<file path="src/rtl/fileop_pkg.sv">
// Package: shared opcode type for the single-operand / literal datapath.
// Assumes opcode values are fixed by the surrounding decoder as listed here.
package fileop_pkg;
    typedef enum logic [2:0] {
        OPC_NOP     = 3'd0,
        OPC_DEC     = 3'd1,
        OPC_INC     = 3'd2,
        OPC_DEC_SKP = 3'd3,
        OPC_INC_SKP = 3'd4,
        OPC_OR_LIT  = 3'd5
    } opc_e;
endpackage

</file>
<file path="src/rtl/fop_regfile.sv">
// Module: register file with one write port and two asynchronous read ports.
// Port A feeds the operand path; port B is the core's general read access.
// Assumes addresses at or above DEPTH read as zero and are never written.
module fop_regfile #(
    parameter int DATA_W = 8,
    parameter int DEPTH  = 32,
    parameter int ADDR_W = $clog2(DEPTH)
) (
    input  logic              clk,
    input  logic              rst_n,
    input  logic              wr_en,
    input  logic [ADDR_W-1:0] wr_addr,
    input  logic [DATA_W-1:0] wr_data,
    input  logic [ADDR_W-1:0] ra_addr,
    output logic [DATA_W-1:0] ra_data,
    input  logic [ADDR_W-1:0] rb_addr,
    output logic [DATA_W-1:0] rb_data
);
    logic [DATA_W-1:0] mem [DEPTH];

    for (genvar e = 0; e < DEPTH; e++) begin : g_entry
        // Purpose: hold one entry, cleared on reset, loaded when addressed.
        always_ff @(posedge clk) begin
            if (!rst_n) begin
                mem[e] <= '0;
            end else if (wr_en && (wr_addr == ADDR_W'(e))) begin
                mem[e] <= wr_data;
            end
        end
    end

    // Purpose: operand read, zero outside the populated range.
    always_comb begin
        ra_data = '0;
        if (int'(ra_addr) < DEPTH) ra_data = mem[ra_addr];
    end

    // Purpose: general read port, zero outside the populated range.
    always_comb begin
        rb_data = '0;
        if (int'(rb_addr) < DEPTH) rb_data = mem[rb_addr];
    end
endmodule

</file>
<file path="src/rtl/fop_alu.sv">
// Module: combinational result and routing logic for the five operations.
// Assumes the opcode is already decoded into the package enum; undefined
// codes behave as no-operation (no destination, no flag, no skip).
module fop_alu
    import fileop_pkg::*;
#(
    parameter int DATA_W = 8
) (
    input  opc_e              code,
    input  logic              dest,
    input  logic [DATA_W-1:0] operand,
    input  logic [DATA_W-1:0] wval,
    input  logic [DATA_W-1:0] lit,
    output logic [DATA_W-1:0] result,
    output logic              res_zero,
    output logic              to_w,
    output logic              to_file,
    output logic              z_upd,
    output logic              skip_op
);
    logic is_step;

    // Purpose: result value, modulo 2**DATA_W for the step operations.
    always_comb begin
        unique case (code)
            OPC_DEC, OPC_DEC_SKP: result = operand - DATA_W'(1);
            OPC_INC, OPC_INC_SKP: result = operand + DATA_W'(1);
            OPC_OR_LIT:           result = wval | lit;
            default:              result = operand;
        endcase
    end

    // Purpose: destination, flag-update and skip classification.
    always_comb begin
        is_step  = (code == OPC_DEC) || (code == OPC_INC) ||
                   (code == OPC_DEC_SKP) || (code == OPC_INC_SKP);
        skip_op  = (code == OPC_DEC_SKP) || (code == OPC_INC_SKP);
        z_upd    = (code == OPC_DEC) || (code == OPC_INC) || (code == OPC_OR_LIT);
        to_file  = is_step && dest;
        to_w     = (code == OPC_OR_LIT) || (is_step && !dest);
        res_zero = (result == '0);
    end
endmodule

</file>
<file path="src/rtl/fop_wstate.sv">
// Module: working register, zero flag and skip-request registers.
// Assumes the routing strobes are already qualified by instruction validity.
module fop_wstate #(
    parameter int DATA_W = 8
) (
    input  logic              clk,
    input  logic              rst_n,
    input  logic              w_load,
    input  logic              z_load,
    input  logic              skip_set,
    input  logic [DATA_W-1:0] result,
    input  logic              res_zero,
    output logic [DATA_W-1:0] w_q,
    output logic              z_q,
    output logic              skip_q
);
    // Purpose: W register, loaded only when W is the destination.
    always_ff @(posedge clk) begin
        if (!rst_n)      w_q <= '0;
        else if (w_load) w_q <= result;
    end

    // Purpose: zero flag, updated only by flag-affecting operations.
    always_ff @(posedge clk) begin
        if (!rst_n)      z_q <= 1'b0;
        else if (z_load) z_q <= res_zero;
    end

    // Purpose: one-cycle skip pulse after a zero result of a skip operation.
    always_ff @(posedge clk) begin
        if (!rst_n) skip_q <= 1'b0;
        else        skip_q <= skip_set;
    end
endmodule

</file>
<file path="src/rtl/fileop_alu.sv">
// Module: top of the single-operand / literal datapath. It joins the
// register file, the result logic and the W/flag state. Assumes one
// instruction per cycle, qualified by op_valid, with no stalls.
module fileop_alu
    import fileop_pkg::*;
#(
    parameter int DATA_W = 8,
    parameter int DEPTH  = 32,
    parameter int ADDR_W = $clog2(DEPTH)
) (
    input  logic              clk,
    input  logic              rst_n,
    input  logic              op_valid,
    input  logic [2:0]        op_code,
    input  logic [ADDR_W-1:0] op_addr,
    input  logic              op_dest,
    input  logic [DATA_W-1:0] op_lit,
    input  logic [ADDR_W-1:0] file_rd_addr,
    output logic [DATA_W-1:0] file_rd_data,
    output logic [DATA_W-1:0] w_q,
    output logic              z_q,
    output logic              skip_req
);
    opc_e              code;
    logic [DATA_W-1:0] operand;
    logic [DATA_W-1:0] result;
    logic              res_zero, to_w, to_file, z_upd, skip_op;

    assign code = opc_e'(op_code);

    fop_regfile #(.DATA_W(DATA_W), .DEPTH(DEPTH), .ADDR_W(ADDR_W)) u_rf (
        .clk     (clk),
        .rst_n   (rst_n),
        .wr_en   (op_valid && to_file),
        .wr_addr (op_addr),
        .wr_data (result),
        .ra_addr (op_addr),
        .ra_data (operand),
        .rb_addr (file_rd_addr),
        .rb_data (file_rd_data)
    );

    fop_alu #(.DATA_W(DATA_W)) u_alu (
        .code     (code),
        .dest     (op_dest),
        .operand  (operand),
        .wval     (w_q),
        .lit      (op_lit),
        .result   (result),
        .res_zero (res_zero),
        .to_w     (to_w),
        .to_file  (to_file),
        .z_upd    (z_upd),
        .skip_op  (skip_op)
    );

    fop_wstate #(.DATA_W(DATA_W)) u_ws (
        .clk      (clk),
        .rst_n    (rst_n),
        .w_load   (op_valid && to_w),
        .z_load   (op_valid && z_upd),
        .skip_set (op_valid && skip_op && res_zero),
        .result   (result),
        .res_zero (res_zero),
        .w_q      (w_q),
        .z_q      (z_q),
        .skip_q   (skip_req)
    );
endmodule

</file>
<file path="config.mk">
export PLATFORM = sky130hd
export DESIGN_NAME = fileop_alu
export DESIGN_NICKNAME = d
export VERILOG_FILES = /design/src/rtl/fileop_pkg.sv /design/src/rtl/fop_regfile.sv /design/src/rtl/fop_alu.sv /design/src/rtl/fop_wstate.sv /design/src/rtl/fileop_alu.sv
export SDC_FILE = /design/constraint.sdc
export NUM_CORES = 1
export LEC_CHECK = 0
export BUFFER_PORTS_ARGS = -buffer_cell sky130_fd_sc_hd__buf_4
export CORE_ASPECT_RATIO = 0.75
export CORE_UTILIZATION = 59
export CTS_CLUSTER_SIZE = 16
export DETAILED_ROUTE_END_ITERATION = 7
export HOLD_SLACK_MARGIN = 0.15
export PLACE_DENSITY = 0.81
export SYNTH_ARGS = -nofsm -noshare
export SYNTH_HDL_FRONTEND = slang
export SYNTH_SLANG_ARGS = --single-unit
</file>
<file path="constraint.sdc">
create_clock -name clk -period 15.02 [get_ports clk]
set_input_delay 3.004 -clock clk [delete_from_list [all_inputs] [get_ports clk]]
set_output_delay 3.004 -clock clk [all_outputs]
set_load 0.02 [all_outputs]
</file>
## Word level (Yosys, flattened, before mapping)

Memory sizes are Yosys's and may differ from the RTL's.
Index checks and enable logic that the tools add are counted.

- RAM bits: 256
- Input port bits: 25
- Register bits: 10
- Memories: 1
- Output and inout port bits: 18

Memory list:

| name | words | bits a word | read ports | clocked after memory_dff | wr ports | line | text |
|---|---|---|---|---|---|---|---|
| u_rf.mem | 32 | 8 | 2 | 0 | 32 | fop_regfile.sv:19 | `logic [DATA_W-1:0] mem [DEPTH];` |

- Equal/unequal tests: 36
- $add $sub $neg: 2
- Mux-type cells: 130
- Reduce and logical (&&, ||, !) cells: 50
- Bitwise operators: 33

Operators with widths:

| kind | count |
|---|---|
| two-way mux 8 bit | 32 |
| two-way mux 1 bit | 97 |
| == test 5 bit (second input constant) | 16 |
| == test 5 x 4 -> 1 bit (second input constant) | 8 |
| logical AND 1 bit | 39 |
| bitwise OR 1 bit | 32 |
| one-hot mux 8 bit (3 select lines) | 1 |
| == test 5 x 3 -> 1 bit (second input constant) | 4 |
| == test 5 x 2 -> 1 bit (second input constant) | 2 |
| adder 8 x 1 -> 8 bit (second input constant) | 1 |
| logical NOT 8 bit | 1 |
| bitwise OR 8 bit | 1 |
| subtractor 8 x 1 -> 8 bit (second input constant) | 1 |
| == test 3 x 2 -> 1 bit (second input constant) | 2 |
| == test 3 bit (second input constant) | 2 |
| logical OR 1 bit | 6 |
| == test 5 x 1 -> 1 bit (second input constant) | 1 |
| logical NOT 5 bit | 1 |
| OR reduction 2 bit | 2 |
| == test 3 x 1 -> 1 bit (second input constant) | 1 |
| logical NOT 1 bit | 1 |

## Depth between registers and ports, before layout

- Word-level depth: 11
- Mapped depth: 20

## Hierarchy

From an unflattened synthesis, not the netlist that was laid out.

- Cell total of the unflattened synthesis: 995
- Area, all modules: 15053.2 µm²

By module, submodules not included:

| module | cells an instance | sequential area each (µm²) | instances | area each (µm²) |
|---|---|---|---|---|
| fop_regfile | 845 | 7687.4 | 1 | 13868.3 |
| fop_alu | 116 | 0.0 | 1 | 793.3 |
| fop_wstate | 30 | 200.2 | 1 | 364.1 |
| fileop_alu | 4 | 0.0 | 1 | 27.5 |

## Worst setup path before layout

OpenSTA, ideal clock, no wires.

- Kind: input -> output
- Start point: input port file_rd_addr[0]
- End point: output port file_rd_data[0]
- Arrival: 5258 ps
- Required time: 12016 ps
- Setup slack: 6758 ps
- Cell stages on the path: 5
- Buffers on the path: 2
- Cells stage by stage: clkbuf_1 buf_1 mux4_2 mux4_2 mux2_2

- Longest elaborated chain between the ends: 1

RTL lines:

| what | line | text |
|---|---|---|
| start: declaration | fileop_alu.sv:18 | `input logic [ADDR_W-1:0] file_rd_addr,` |
| memory read (32 x 8 bit) | - |  |
| end: declaration | fileop_alu.sv:19 | `output logic [DATA_W-1:0] file_rd_data,` |

No other way between the ends.

## Worst setup path in the final report

- Start point: input port file_rd_addr[0]
- End point: output port file_rd_data[5]

Same word-level chain as after synthesis.

==> results.json <==
{
  "status": "complete, no violations",
  "max_cap_viols": 0,
  "portBuffers": 42,
  "dr_total_vias": 10360,
  "global_route.overflow_total": 0,
  "clock_insertion_delay_worst_skew_ns": 0.55,
  "die_w_microns": 182.4,
  "finalSetupViolCount": 0,
  "synth_top_area_cell": "sky130_fd_sc_hd__edfxtp_1",
  "worst_hold_path_type": "flip-flop to flip-flop",
  "power_leakage_nw": 5.660,
  "synth_area_leaders": "sky130_fd_sc_hd__edfxtp_1 (53%), sky130_fd_sc_hd__mux4_2 (22%), sky130_fd_sc_hd__nor2_1 (7.7%), sky130_fd_sc_hd__mux2i_1 (1.7%), sky130_fd_sc_hd__clkbuf_1 (1.4%)",
  "cp_max_fo": 45,
  "vdd.ir_drop.worst_uv": 110.8,
  "finalCriticalPeriod_ns": 8.790,
  "syn_nets": 1097,
  "detail_route.drc_violations": 0,
  "synth_cell_type_count": 53,
  "placement_rows": 49,
  "synth_ff_type": "sky130_fd_sc_hd__edfxtp_1",
  "tritoncts": "yes",
  "synth_enable_flop_cells": 256,
  "syn_to_final_growth_pct": 10.91,
  "globalplace.congestion": 0.9997,
  "dieHeight_microns": 137.3,
  "place_ws_ns": 6.199,
  "grt_setup_unrepaired": "no",
  "ioPinCount": 43,
  "cts_resized": 0,
  "grt_first_pass_wirelength_microns": 63320,
  "totalWireLength_microns": 43160,
  "detail_route.first_pass.iterations": 7,
  "critPathRequiredTime_ns": 12.02,
  "postSynthRegisterBits": 266,
  "cts_made_buffers": 27,
  "synth.yosys.seq_area_share_pct": 54.80,
  "cp.buffers_inverters": 3,
  "antenna_cells": 0,
  "all_layer_global_routing_usage_pct": 35.68,
  "synthesis.area_sq_um": 14390,
  "overall_die_area_sq_um": 25030,
  "floorplan.initialDensity_pct": 60.04,
  "grt_max_degree": 65,
  "post_drt_wl_per_cell_microns": 30.16,
  "slew_viol_final": 0,
  "numClockSinks": 266,
  "yosys-top-cells-count": "sky130_fd_sc_hd__nor2_1 (297), sky130_fd_sc_hd__edfxtp_1 (256), sky130_fd_sc_hd__mux4_2 (141)",
  "route.detailed.vias_per_inst": 7.238,
  "setup.worst_path.start_class": "primary input",
  "power_density_over_the_cells_nw_per_um2": 118.8,
  "crit_path_end_kind": "output pin",
  "synthDominantCellAreaShare_pct": 53.41,
  "max-clock-path-buffers": 3,
  "path_cells": "buf_4 -> buf_4 -> mux4_2 -> mux4_2 -> mux2_2 -> buf_4",
  "clock_slew_at_the_register_clock_pins_of_the_worst_setup_and_hold_paths_ns": 0.07,
  "cpMostUsedCell": "sky130_fd_sc_hd__buf_4",
  "nets": 1111,
  "core-area_sq_um": 23970,
  "timing.clock.skew_ns": 0.01409,
  "synthMostInstantiatedCell": "sky130_fd_sc_hd__nor2_1",
  "cp_slowest_cell": "sky130_fd_sc_hd__buf_4",
  "cts.htree.levels": 1,
  "yosysWarningCount": 0,
  "post_synth.cell_area_avg_sq_um": 13.51,
  "final_hold_viol_count": 0,
  "worst_slew_pin_slew_ns": 1.401,
  "synthArstFlopShare_pct": 0,
  "worst_stage_delay_on_the_critical_path_ns": 0.76,
  "final.period_utilization_pct": 58.52,
  "place_hpwl_microns": 30230,
  "cts_hold_buffers": 0,
  "ctsRootBufferMaster": "sky130_fd_sc_hd__clkbuf_16",
  "cts.repair_timing.setup_buffer_count": 0,
  "timing.fmax_ghz": 0.1138,
  "worst_setup_slack_final_ns": 6.230,
  "first_global_vias": 9693,
  "final_layout_size_suffix_gt1_share_pct": 25.64,
  "antenna_found_initial": 2,
  "relSlewSlack_pct": 5.623,
  "critical-path-top-delay-family": "multiplexers",
  "fin_tns_setup_ns": 0,
  "starting_drt_drc_count": 1660,
  "route.antenna.remaining_nets": 0,
  "syn-instance-count": 1065,
  "crit_type": "primary input to output pin",
  "worst-endpoint-arrival_ns": 5.79
}
==> kinds of logic after synthesis <==
group	after synthesis	synth area share [%]
AO/OA/AOI/OAI	96	4.521
adder cells (fa/ha/maj)	7	0.6607
AND/OR/NAND/NOR	419	12.12
XOR/XNOR	5	0.3043
buffers and inverters	93	2.764
multiplexers	179	24.83
flip-flops	266	54.80
==> final cells by class <==
cell class | instances | area [sq um]
fillers | 1681 | 8009
flip-flops and latches | 266 | 7888
multi-input cells | 706 | 6170
clock buffers | 31 | 690.7
repair buffers | 74 | 555.5
well taps | 331 | 414.1
clock inverters | 19 | 230.2
inverters | 4 | 15.01
==> cells in the final DEF, fill, tap and decap left out, types with 5 or more instances in the layout <==
cell | netlist | final
sky130_fd_sc_hd__buf_4 | 1 | 74
sky130_fd_sc_hd__mux4_2 | 141 | 141
sky130_fd_sc_hd__nor2b_1 | 7 | 7
sky130_fd_sc_hd__o21ai_0 | 39 | 36
sky130_fd_sc_hd__edfxtp_1 | 256 | 256
sky130_fd_sc_hd__nand4_1 | 5 | 5
sky130_fd_sc_hd__bufinv_16 | 0 | 5
sky130_fd_sc_hd__dfxtp_1 | 10 | 10
sky130_fd_sc_hd__nand2b_1 | 9 | 9
sky130_fd_sc_hd__o22ai_1 | 8 | 8
sky130_fd_sc_hd__mux2i_1 | 24 | 24
sky130_fd_sc_hd__a21oi_1 | 9 | 7
sky130_fd_sc_hd__nor2_1 | 297 | 297
sky130_fd_sc_hd__ha_1 | 6 | 6
sky130_fd_sc_hd__mux2_2 | 14 | 14
sky130_fd_sc_hd__clkinv_2 | 0 | 8
sky130_fd_sc_hd__clkbuf_16 | 0 | 27
sky130_fd_sc_hd__a211oi_1 | 12 | 12
sky130_fd_sc_hd__nor3_1 | 11 | 11
sky130_fd_sc_hd__nand3b_1 | 5 | 5
sky130_fd_sc_hd__nand2_1 | 45 | 45
sky130_fd_sc_hd__nand3_1 | 20 | 20
==> registers in the layout, indices dropped and copies added (netlist names) <==
signal       cells
u_ws.skip_q      1
u_ws.w_q         8
u_ws.z_q         1
u_rf.mem       256
==> worst paths after layout <==
path                   startpoint         endpoint  slack [ns]  cells past startpoint
hold reg to reg          u_ws.z_q         u_ws.z_q        0.50                      2
hold / removal           u_ws.z_q         u_ws.z_q        0.50                      2
setup reg to reg  u_rf.mem[29][0]         u_ws.z_q       10.02                     15
setup / recovery  file_rd_addr[0]  file_rd_data[5]        6.23                      6
==> report_power, final <==
| part | switching, mW | internal (mW) | leakage [nW] |
|---|---|---|---|
| logic | 0.209 | 0.112 | 2.48 |
| clock network | 0.295 | 0.417 | 0.452 |
| registers | 0.0232 | 0.839 | 2.72 |
| total | 0.528 | 1.37 | 5.66 |
==> tightest hold or removal path: stages (launching register included) <==
cell and delay [ns]:
sky130_fd_sc_hd__dfxtp_1 0.31, sky130_fd_sc_hd__nand3_1 0.08, sky130_fd_sc_hd__o31ai_2 0.06
==> routing by layer <==
layer / share of wire (%) / GRT usage, %
met1: 36 / 50.14
met2: 41 / 49.30
met3: 20 / 17.76
met4: 2.8 / 9.524
met5: 0.030 / 0
==> through the flow <==
stage	hold slack, ns	utilization (%)	area, sq um	total power, mW	instances
6_report	0.4976	66.59	15960	1.896	1431
5_1_grt	0.5155	66.59	15960	1.937	1431
4_1_cts	0.4985	66.59	15960	1.883	1431
3_5_place_dp	0.4848	62.75	15040	1.184	1381
3_3_place_gp	0.4721	62.75	15040	1.177	1381
2_1_floorplan	0.5567	-	14390	1.069	1065
Note: power is estimated with default switching activity, not from simulation.
